$ cat src/rtl/rename_pkg.sv
package rename_pkg;
  localparam int DEF_ARCH_REGS = 32;
  localparam int DEF_PHYS_REGS = 64;

  function automatic int unsigned idx_bits(input int unsigned n);
    return (n <= 1) ? 1 : $clog2(n);
  endfunction
endpackage

$ cat src/rtl/rename_map_table.sv
module rename_map_table #(
  parameter int NUM_ARCH = rename_pkg::DEF_ARCH_REGS,
  parameter int PW       = 6,
  localparam int AW      = rename_pkg::idx_bits(NUM_ARCH)
) (
  input  logic          clk,
  input  logic          rst_n,
  input  logic [AW-1:0] rd_a_idx,
  input  logic [AW-1:0] rd_b_idx,
  input  logic [AW-1:0] rd_c_idx,
  output logic [PW-1:0] rd_a_val,
  output logic [PW-1:0] rd_b_val,
  output logic [PW-1:0] rd_c_val,
  input  logic          wr_en,
  input  logic [AW-1:0] wr_idx,
  input  logic [PW-1:0] wr_val
);
  logic [PW-1:0] entry [NUM_ARCH];

  for (genvar e = 0; e < NUM_ARCH; e++) begin : g_entry
    if (e == 0) begin : g_zero
      // architectural zero is pinned to physical zero
      assign entry[e] = '0;
    end else begin : g_live
      always_ff @(posedge clk) begin
        if (!rst_n)
          entry[e] <= PW'(e);
        else if (wr_en && (wr_idx == AW'(e)))
          entry[e] <= wr_val;
      end
    end
  end

  // reads see the table as it was before this cycle's write
  assign rd_a_val = entry[rd_a_idx];
  assign rd_b_val = entry[rd_b_idx];
  assign rd_c_val = entry[rd_c_idx];
endmodule

$ cat src/rtl/rename_free_fifo.sv
module rename_free_fifo #(
  parameter int DEPTH = 32,
  parameter int FIRST = 32,
  parameter int PW    = 6,
  localparam int IW   = rename_pkg::idx_bits(DEPTH),
  localparam int CW   = $clog2(DEPTH + 1)
) (
  input  logic          clk,
  input  logic          rst_n,
  input  logic          pop,
  output logic [PW-1:0] head,
  output logic          empty,
  input  logic          push,
  input  logic [PW-1:0] push_val,
  output logic [CW-1:0] count
);
  logic [PW-1:0] slot [DEPTH];
  logic [IW-1:0] rd_ptr, wr_ptr;
  logic          do_pop, do_push;

  function automatic logic [IW-1:0] bump(input logic [IW-1:0] p);
    return (p == IW'(DEPTH - 1)) ? '0 : p + 1'b1;
  endfunction

  assign empty   = (count == '0);
  assign head    = slot[rd_ptr];
  assign do_pop  = pop && !empty;
  assign do_push = push && ((count != CW'(DEPTH)) || do_pop);

  always_ff @(posedge clk) begin
    if (!rst_n) begin
      for (int i = 0; i < DEPTH; i++) slot[i] <= PW'(FIRST + i);
      rd_ptr <= '0;
      wr_ptr <= '0;
      count  <= CW'(DEPTH);
    end else begin
      if (do_push) begin
        slot[wr_ptr] <= push_val;
        wr_ptr       <= bump(wr_ptr);
      end
      if (do_pop) rd_ptr <= bump(rd_ptr);
      case ({do_push, do_pop})
        2'b10:   count <= count + 1'b1;
        2'b01:   count <= count - 1'b1;
        default: count <= count;
      endcase
    end
  end
endmodule

$ cat src/rtl/rename_map_unit.sv
module rename_map_unit #(
  parameter int NUM_ARCH = rename_pkg::DEF_ARCH_REGS,
  parameter int NUM_PHYS = rename_pkg::DEF_PHYS_REGS,
  localparam int AW      = rename_pkg::idx_bits(NUM_ARCH),
  localparam int PW      = rename_pkg::idx_bits(NUM_PHYS)
) (
  input  logic          clk,
  input  logic          rst_n,
  input  logic          req_valid,
  output logic          req_ready,
  input  logic [AW-1:0] req_src1,
  input  logic [AW-1:0] req_src2,
  input  logic [AW-1:0] req_dst,
  input  logic          req_dst_en,
  output logic          rsp_valid,
  output logic [PW-1:0] rsp_psrc1,
  output logic [PW-1:0] rsp_psrc2,
  output logic [PW-1:0] rsp_pdst,
  output logic [PW-1:0] rsp_old_pdst,
  output logic          stall,
  input  logic          cmt_valid,
  input  logic [PW-1:0] cmt_preg
);
  localparam int FREE_N = NUM_PHYS - NUM_ARCH;
  localparam int CW     = $clog2(FREE_N + 1);

  logic          needs_reg, list_empty, take;
  logic [PW-1:0] head_reg, cur_dst_map;
  logic [CW-1:0] free_cnt;

  assign needs_reg = req_dst_en && (req_dst != '0);
  assign req_ready = !(needs_reg && list_empty);
  assign rsp_valid = req_valid && req_ready;
  assign stall     = req_valid && !req_ready;
  assign take      = rsp_valid && needs_reg;

  rename_map_table #(.NUM_ARCH(NUM_ARCH), .PW(PW)) u_map (
    .clk      (clk),
    .rst_n    (rst_n),
    .rd_a_idx (req_src1),
    .rd_b_idx (req_src2),
    .rd_c_idx (req_dst),
    .rd_a_val (rsp_psrc1),
    .rd_b_val (rsp_psrc2),
    .rd_c_val (cur_dst_map),
    .wr_en    (take),
    .wr_idx   (req_dst),
    .wr_val   (head_reg)
  );

  rename_free_fifo #(.DEPTH(FREE_N), .FIRST(NUM_ARCH), .PW(PW)) u_free (
    .clk      (clk),
    .rst_n    (rst_n),
    .pop      (take),
    .head     (head_reg),
    .empty    (list_empty),
    .push     (cmt_valid),
    .push_val (cmt_preg),
    .count    (free_cnt)
  );

  assign rsp_pdst     = take ? head_reg    : '0;
  assign rsp_old_pdst = take ? cur_dst_map : '0;
endmodule

$ cat config.mk
export PLATFORM = sky130hd
export DESIGN_NAME = rename_map_unit
export DESIGN_NICKNAME = d
export VERILOG_FILES = /design/src/rtl/rename_pkg.sv /design/src/rtl/rename_map_table.sv /design/src/rtl/rename_free_fifo.sv /design/src/rtl/rename_map_unit.sv
export SDC_FILE = /design/constraint.sdc
export NUM_CORES = 1
export LEC_CHECK = 0
export BUFFER_PORTS_ARGS = -buffer_cell sky130_fd_sc_hd__buf_2
export CORE_ASPECT_RATIO = 1.4
export CORE_MARGIN = 2
export CORE_UTILIZATION = 51
export CTS_CLUSTER_DIAMETER = 30
export DETAILED_ROUTE_END_ITERATION = 8
export PLACE_DENSITY = 0.67
export SETUP_SLACK_MARGIN = 0.5
export SYNTH_ARGS = -nofsm -noshare
export SYNTH_HDL_FRONTEND = slang
export SYNTH_SLANG_ARGS = --single-unit
$ cat constraint.sdc
create_clock -name clk -period 5.99 [get_ports clk]
set_clock_uncertainty 0.2 [all_clocks]
set_input_delay 0.2995 -clock clk [delete_from_list [all_inputs] [get_ports clk]]
set_output_delay 0.2995 -clock clk [all_outputs]
set_load 0.005 [all_outputs]
# [Word level (Yosys, flattened, before mapping)]
# Memories as Yosys holds them, arrays and structs flattened. A register that Yosys moved wholly into a read port is not among the register bits.
# Index checks and enable logic that the tools add are counted.
[word_totals] register_bits=202 ram_bits=192 input_bits=26 out_inout_bits=27 wordCells=149 memories=1
[mem_list] name="u_free.slot" depth=32 width=6 read_ports=1 rd_clocked_by_memory_dff=1 write_ports=32 line_no="rename_free_fifo.sv:17" text="logic [PW-1:0] slot [DEPTH];"
[op_classes] n_addsub=4 n_lt_le_gt_ge=3 n_eq_ne=36 mux=23 n_bitwise=3 reduce_logical=45
[ops] op="$bmux W6 S5" count=3
[ops] op="$eq A5 B5 Y1 const B" count=18
[ops] op="$mux W6" count=9
[ops] op="$eq A5 B4 Y1 const B" count=8
[ops] op="$logic_and A1 B1 Y1" count=38
[ops] op="$mux W5" count=5
[ops] op="$eq A5 B3 Y1 const B" count=4
[ops] op="$ge A6 B6 Y1 const B" count=3
[ops] op="$not A5 Y6" count=3
[ops] op="$pmux W6 S2" count=1
[ops] op="$add A5 B1 Y5 const B" count=2
[ops] op="$eq A5 B2 Y1 const B" count=2
[ops] op="$add A6 B1 Y6 const B" count=1
[ops] op="$logic_not A6 Y1" count=1
[ops] op="$ne A6 B6 Y1 const B" count=1
[ops] op="$reduce_or A6 Y1" count=1
[ops] op="$sub A6 B1 Y6 const B" count=1
[ops] op="$eq A5 B1 Y1 const B" count=1
[ops] op="$mux W1" count=5
[ops] op="$reduce_bool A5 Y1" count=1
[ops] op="$eq A2 B1 Y1 const B" count=1
[ops] op="$eq A2 B2 Y1 const B" count=1
[ops] op="$logic_not A1 Y1" count=2
[ops] op="$reduce_bool A2 Y1" count=1
[ops] op="$logic_or A1 B1 Y1" count=1

# [Logic depth before layout (Yosys ltp)]
[depth] depth_word=14 mapped_depth=13 ltp_nobuf=11

# [Hierarchy]
# Synthesis repeated with hierarchy kept, for this count alone.
[hier_totals] hier_cells=2087 hier_area_um2=22150.0
[modules_own_cells] mod="rename_map_table" n_inst=1 cells_per_inst=1307 area_per_inst_um2=11852.6 seq_area_each_um2=3723.6
[modules_own_cells] mod="rename_free_fifo" n_inst=1 cells_per_inst=741 area_per_inst_um2=10023.4 seq_area_each_um2=6185.9
[modules_own_cells] mod="rename_map_unit" n_inst=1 cells_per_inst=39 area_per_inst_um2=274.0 seq_area_each_um2=0.0

# [Worst setup path after synthesis]
# OpenSTA, ideal clock, no wires.
[synth_path] kind="input-to-reg" startpoint="input req_dst[0]" endpoint="register u_free.count[5]" setup_ps=139 t_arrival_ps=2835 required_ps=5651 setup_slack_ps=2817 path_stages=13 n_path_buf=2 path_cell_list="buf_4 -> or3_1 -> buf_2 -> o311ai_4 -> nor2_1 -> nand2_1 -> inv_1 -> ha_1 -> a211oi_1 -> o21bai_1 -> a21o_1 -> o31ai_1 -> o221ai_1"
[synth_between] elab_chain_len=11 elab_cells_between_ends=13 cone_classes="eq/ne: 2; mux: 1; reduce/logical: 10"
[synth_lines] item="start, declared" line_no="rename_map_unit.sv:13" text="input logic [AW-1:0] req_dst,"
[synth_lines] item="$reduce_bool A5 Y1 (*)" line_no="rename_map_unit.sv:31" text="assign needs_reg = req_dst_en && (req_dst != '0);"
[synth_lines] item="$logic_and A1 B1 Y1 (*)" line_no="rename_map_unit.sv:31"
[synth_lines] item="$logic_and A1 B1 Y1" line_no="rename_map_unit.sv:32" text="assign req_ready = !(needs_reg && list_empty);"
[synth_lines] item="$logic_not A1 Y1" line_no="rename_map_unit.sv:32"
[synth_lines] item="$logic_and A1 B1 Y1" line_no="rename_map_unit.sv:33" text="assign rsp_valid = req_valid && req_ready;"
[synth_lines] item="$logic_and A1 B1 Y1 (*)" line_no="rename_map_unit.sv:35" text="assign take = rsp_valid && needs_reg;"
[synth_lines] item="$logic_and A1 B1 Y1 (*)" line_no="rename_free_fifo.sv:27" text="assign do_pop = pop && !empty;"
[synth_lines] item="$logic_or A1 B1 Y1" line_no="rename_free_fifo.sv:28" text="assign do_push = push && ((count != CW'(DEPTH)) || do_pop);"
[synth_lines] item="$logic_and A1 B1 Y1" line_no="rename_free_fifo.sv:28"
[synth_lines] item="$eq A2 B1 Y1 / $eq A2 B2 Y1 (equally long branches)" line_no="rename_free_fifo.sv:42" text="case ({do_push, do_pop})"
[synth_lines] item="$pmux W6 S2 / $reduce_bool A2 Y1 (equally long branches)"
[synth_lines] item="end signal, assigned" line_no="rename_free_fifo.sv:43" text="2'b10: count <= count + 1'b1;"
[synth_lines] item="end signal, assigned" line_no="rename_free_fifo.sv:44" text="2'b01: count <= count - 1'b1;"
[synth_lines] item="end signal, assigned" line_no="rename_free_fifo.sv:45" text="default: count <= count;"
[synth_lines] item="end, declared" line_no="rename_free_fifo.sv:15" text="output logic [CW-1:0] count"
# Every way passes the cells marked *; elsewhere a longest branch is shown, timed or not.
# A chain may end at the register's enable or synchronous reset.

==> results.tsv <==
metric	value	unit
status	finished, final reports clean	
number of endpoints failing setup at the final stage	0	
final hold violation count	0	
Synth Area in Compound Gates	0.125	
CP Data Required Time	5.49	ns
Post-synth EDFFs	192	
vias in the first global route	15888	
GRT Total Usage	0.296	
DRT Pass-1 Iters	7	
clock root buffer	clkbuf_16	
top post-synthesis cells by area	edfxtp_1 (28%), mux4_2 (20%), dfxtp_1 (20%)	
NetSw	1.91	mW
Post-CTS Setup Inserts	0	
Yosys top cell by area	edfxtp_1	
most common cell in the netlist	dfxtp_1	
mux contribution to synthesized area	0.243	
Rel. slew slack	0.120	
fin crit share	0.780	
slowest cell on the critical path	dfxtp_2	
synth cell count leaders	dfxtp_1 (207), edfxtp_1 (192), mux4_2 (186), nand2_1 (154), a21oi_1 (147)	
effective utilization at floorplan	0.517	
Yosys warnings	0	
ys async rst share	0	
GP Congestion	0.918	
Worst Setup End Kind	primary output	
Cell Pwr Density	331	mW/mm^2
Ports	53	
P_int	5.97	mW
crit start category	flop	
CP Cell Sequence	nor2b_1 > a22oi_1 > nand3_1 > and3_1 > buf_4 > nor2_1 > buf_2	
Pleak	7.53	nW
simple-gate share of the synthesized area	0.105	
post-synthesis sequential area ratio	0.475	
vias per cell	6.72	
Slew Limit Fails	0	
core area	0.0404	mm^2
Synth Flop Type	dfxtp_1	
Max rail drop VDD	0.261	mV
Worst Tran Pin Value	1.31	ns
CTS Buffer Depth	3	
# DRC	0	
largest family of logic cells by synthesized area	multiplexers	
Worst-Skew Late Latency	0.59	ns
Synth Area per Inst	11.6	um^2
1st-iter DRT viols	1733	
worst setup path class	reg2out	
full die area	0.0426	mm^2
CTS tree	done	
layout cells sized above 1	0.251	
Post-Syn Nets	1832	
clk slew on worst S/H paths	0.04	ns
via count	15881	
Routed Antenna Nets	0	
Synth-to-Final Area Change	14.1	%
Max Cap Violations	0	
cts repair resizes	0	
Die H	243	um
post-DP HPWL	42.0	mm
Routed WL per cell	26.5	um
R2R setup slack	2.13	ns
fin nets	1805	
initial antenna violation count	0	
overflow left after global routing	0	
port buffer count	52	
Combinational Power Share	0.082	
Die Wd	175	um
Synth Register Bits	399	
Reg power frac	0.373	
CP Data Arrival Time	4.17	ns
first-pass GRT wire length	95.6	mm
Clk pwr share	0.546	
Adder-Cell Fraction of Synth Area	0.00755	
post-synthesis cell area	0.0209	mm^2
largest net degree at the start of global routing	84	
Max Fclk	0.214	GHz
Worst path max stage delay	0.95	ns
Crit path buffers/inverters	2	
Sink Count	399	
XOR/XNOR Fraction of Synth Area	0.000419	
worst hold path class	in2reg	
fin crit period	4.67	ns
drt total wl	62.6	mm
CP delay by family, top	simple AND/OR/NAND/NOR gates	
CTS Buf Count	75	
Yosys cell types	68	
Switching Share	0.242	
crit-path max FO	28	
H-tree depth	3	
Hold WS	0.0496	ns
Hold-fix buffers, CTS	3	
RSZ-0062 raised after global routing	no	
row count	87	
setup TNS	0	ns
Synth Instances	1794	
top-area cell type share of the netlist area	0.276	
flip-flops by register name, summed over array words and instances (netlist names), named ones only:
signal and flops:
u_free.rd_ptr 5, u_free.slot 192, u_free.wr_ptr 5, u_map.entry 186, u_free.count 6
cells by family (layout without fill, tap and decap cells):
group	Yosys count	after routing
AO/OA/AOI/OAI	435	435
adder cells (fa/ha/maj)	12	12
multiplexers	270	270
XOR/XNOR	1	1
buffers and inverters	194	228
other	0	1
AND/OR/NAND/NOR	483	483
flip-flops	399	399
layer usage:
layer | part of all wire | global-route usage | routed length [um] | vias up
li1 | - | - | - | 6874
met1 | 0.34 | 0.339 | 21400 | 7823
met2 | 0.51 | 0.512 | 31900 | 924
met3 | 0.075 | 0.0463 | 4710 | 260
met4 | 0.072 | 0.198 | 4500 | 0
met5 | 0 | 0 | 0 | -
worst paths after layout:
| kind | from | end | depth (start not counted) |
|---|---|---|---|
| min reg2reg | u_free.rd_ptr[4] | flop | 2 |
| min | cmt_preg[2] | u_free.slot[5][2] | 3 |
| max | flop | rsp_pdst[2] | 7 |
| max reg2reg | flop | u_map.entry[158] | 6 |
power by group through the flow:
stage                     clock, mW  combinational (mW)  sequential (mW)
final                          4.30               0.645             2.93
after global routing           4.46               0.680             2.94
after CTS                      4.32               0.635             2.93
after detailed placement          0               0.631             2.98
after global placement            0               0.625             2.98
after floorplan                   0               0.464             2.97
layout make-up:
cell class	count	area, um^2
clock buffers	91	2040
inverters	7	26.3
well taps	534	668
fillers	3208	16600
flip-flops and latches	399	9910
clock inverters	47	553
multi-input cells	1201	10100
repair buffers	83	509
diodes	1	2.50
cell usage in the layout (no fill, tap or decap), types with 9 or more instances in the layout:
| cell type | n |
|---|---|
| buf_4 | 29 |
| mux2_2 | 31 |
| nor3_2 | 12 |
| mux2i_1 | 53 |
| clkbuf_16 | 77 |
| mux4_2 | 186 |
| a22oi_1 | 18 |
| edfxtp_1 | 192 |
| nor2_1 | 131 |
| nor3_1 | 96 |
| and3_1 | 12 |
| dfxtp_1 | 205 |
| nand2_1 | 154 |
| a21oi_1 | 147 |
| ha_1 | 11 |
| buf_2 | 50 |
| nor2b_1 | 9 |
| a22o_1 | 30 |
| a31oi_1 | 58 |
| nand3_1 | 21 |
| o21ai_0 | 146 |
| clkinv_2 | 11 |
| bufinv_16 | 10 |
worst reg2reg max path, delay by kind of cell (launching register included):
kind | cells | cell delay [ns]
simple gates | 3 | 1.88
flops | 1 | 0.95
buf+inv | 1 | 0.34
compound gates | 2 | 0.33
metrics by stage:
step / instances / power (mW) / setup slack, ns / utilization / area, um^2
detailed placement: 2221 / 3.62 / 1.88 / 0.525 / 21200
floorplan: 1794 / 3.43 / 2.82 / - / 20900
global route: 2362 / 8.08 / 1.05 / 0.590 / 23800
finish: 2363 / 7.87 / 1.32 / 0.590 / 23800
global placement: 2221 / 3.61 / 1.94 / 0.525 / 21200
CTS: 2362 / 7.89 / 1.36 / 0.590 / 23800
Power figures use the tool's default switching activity.
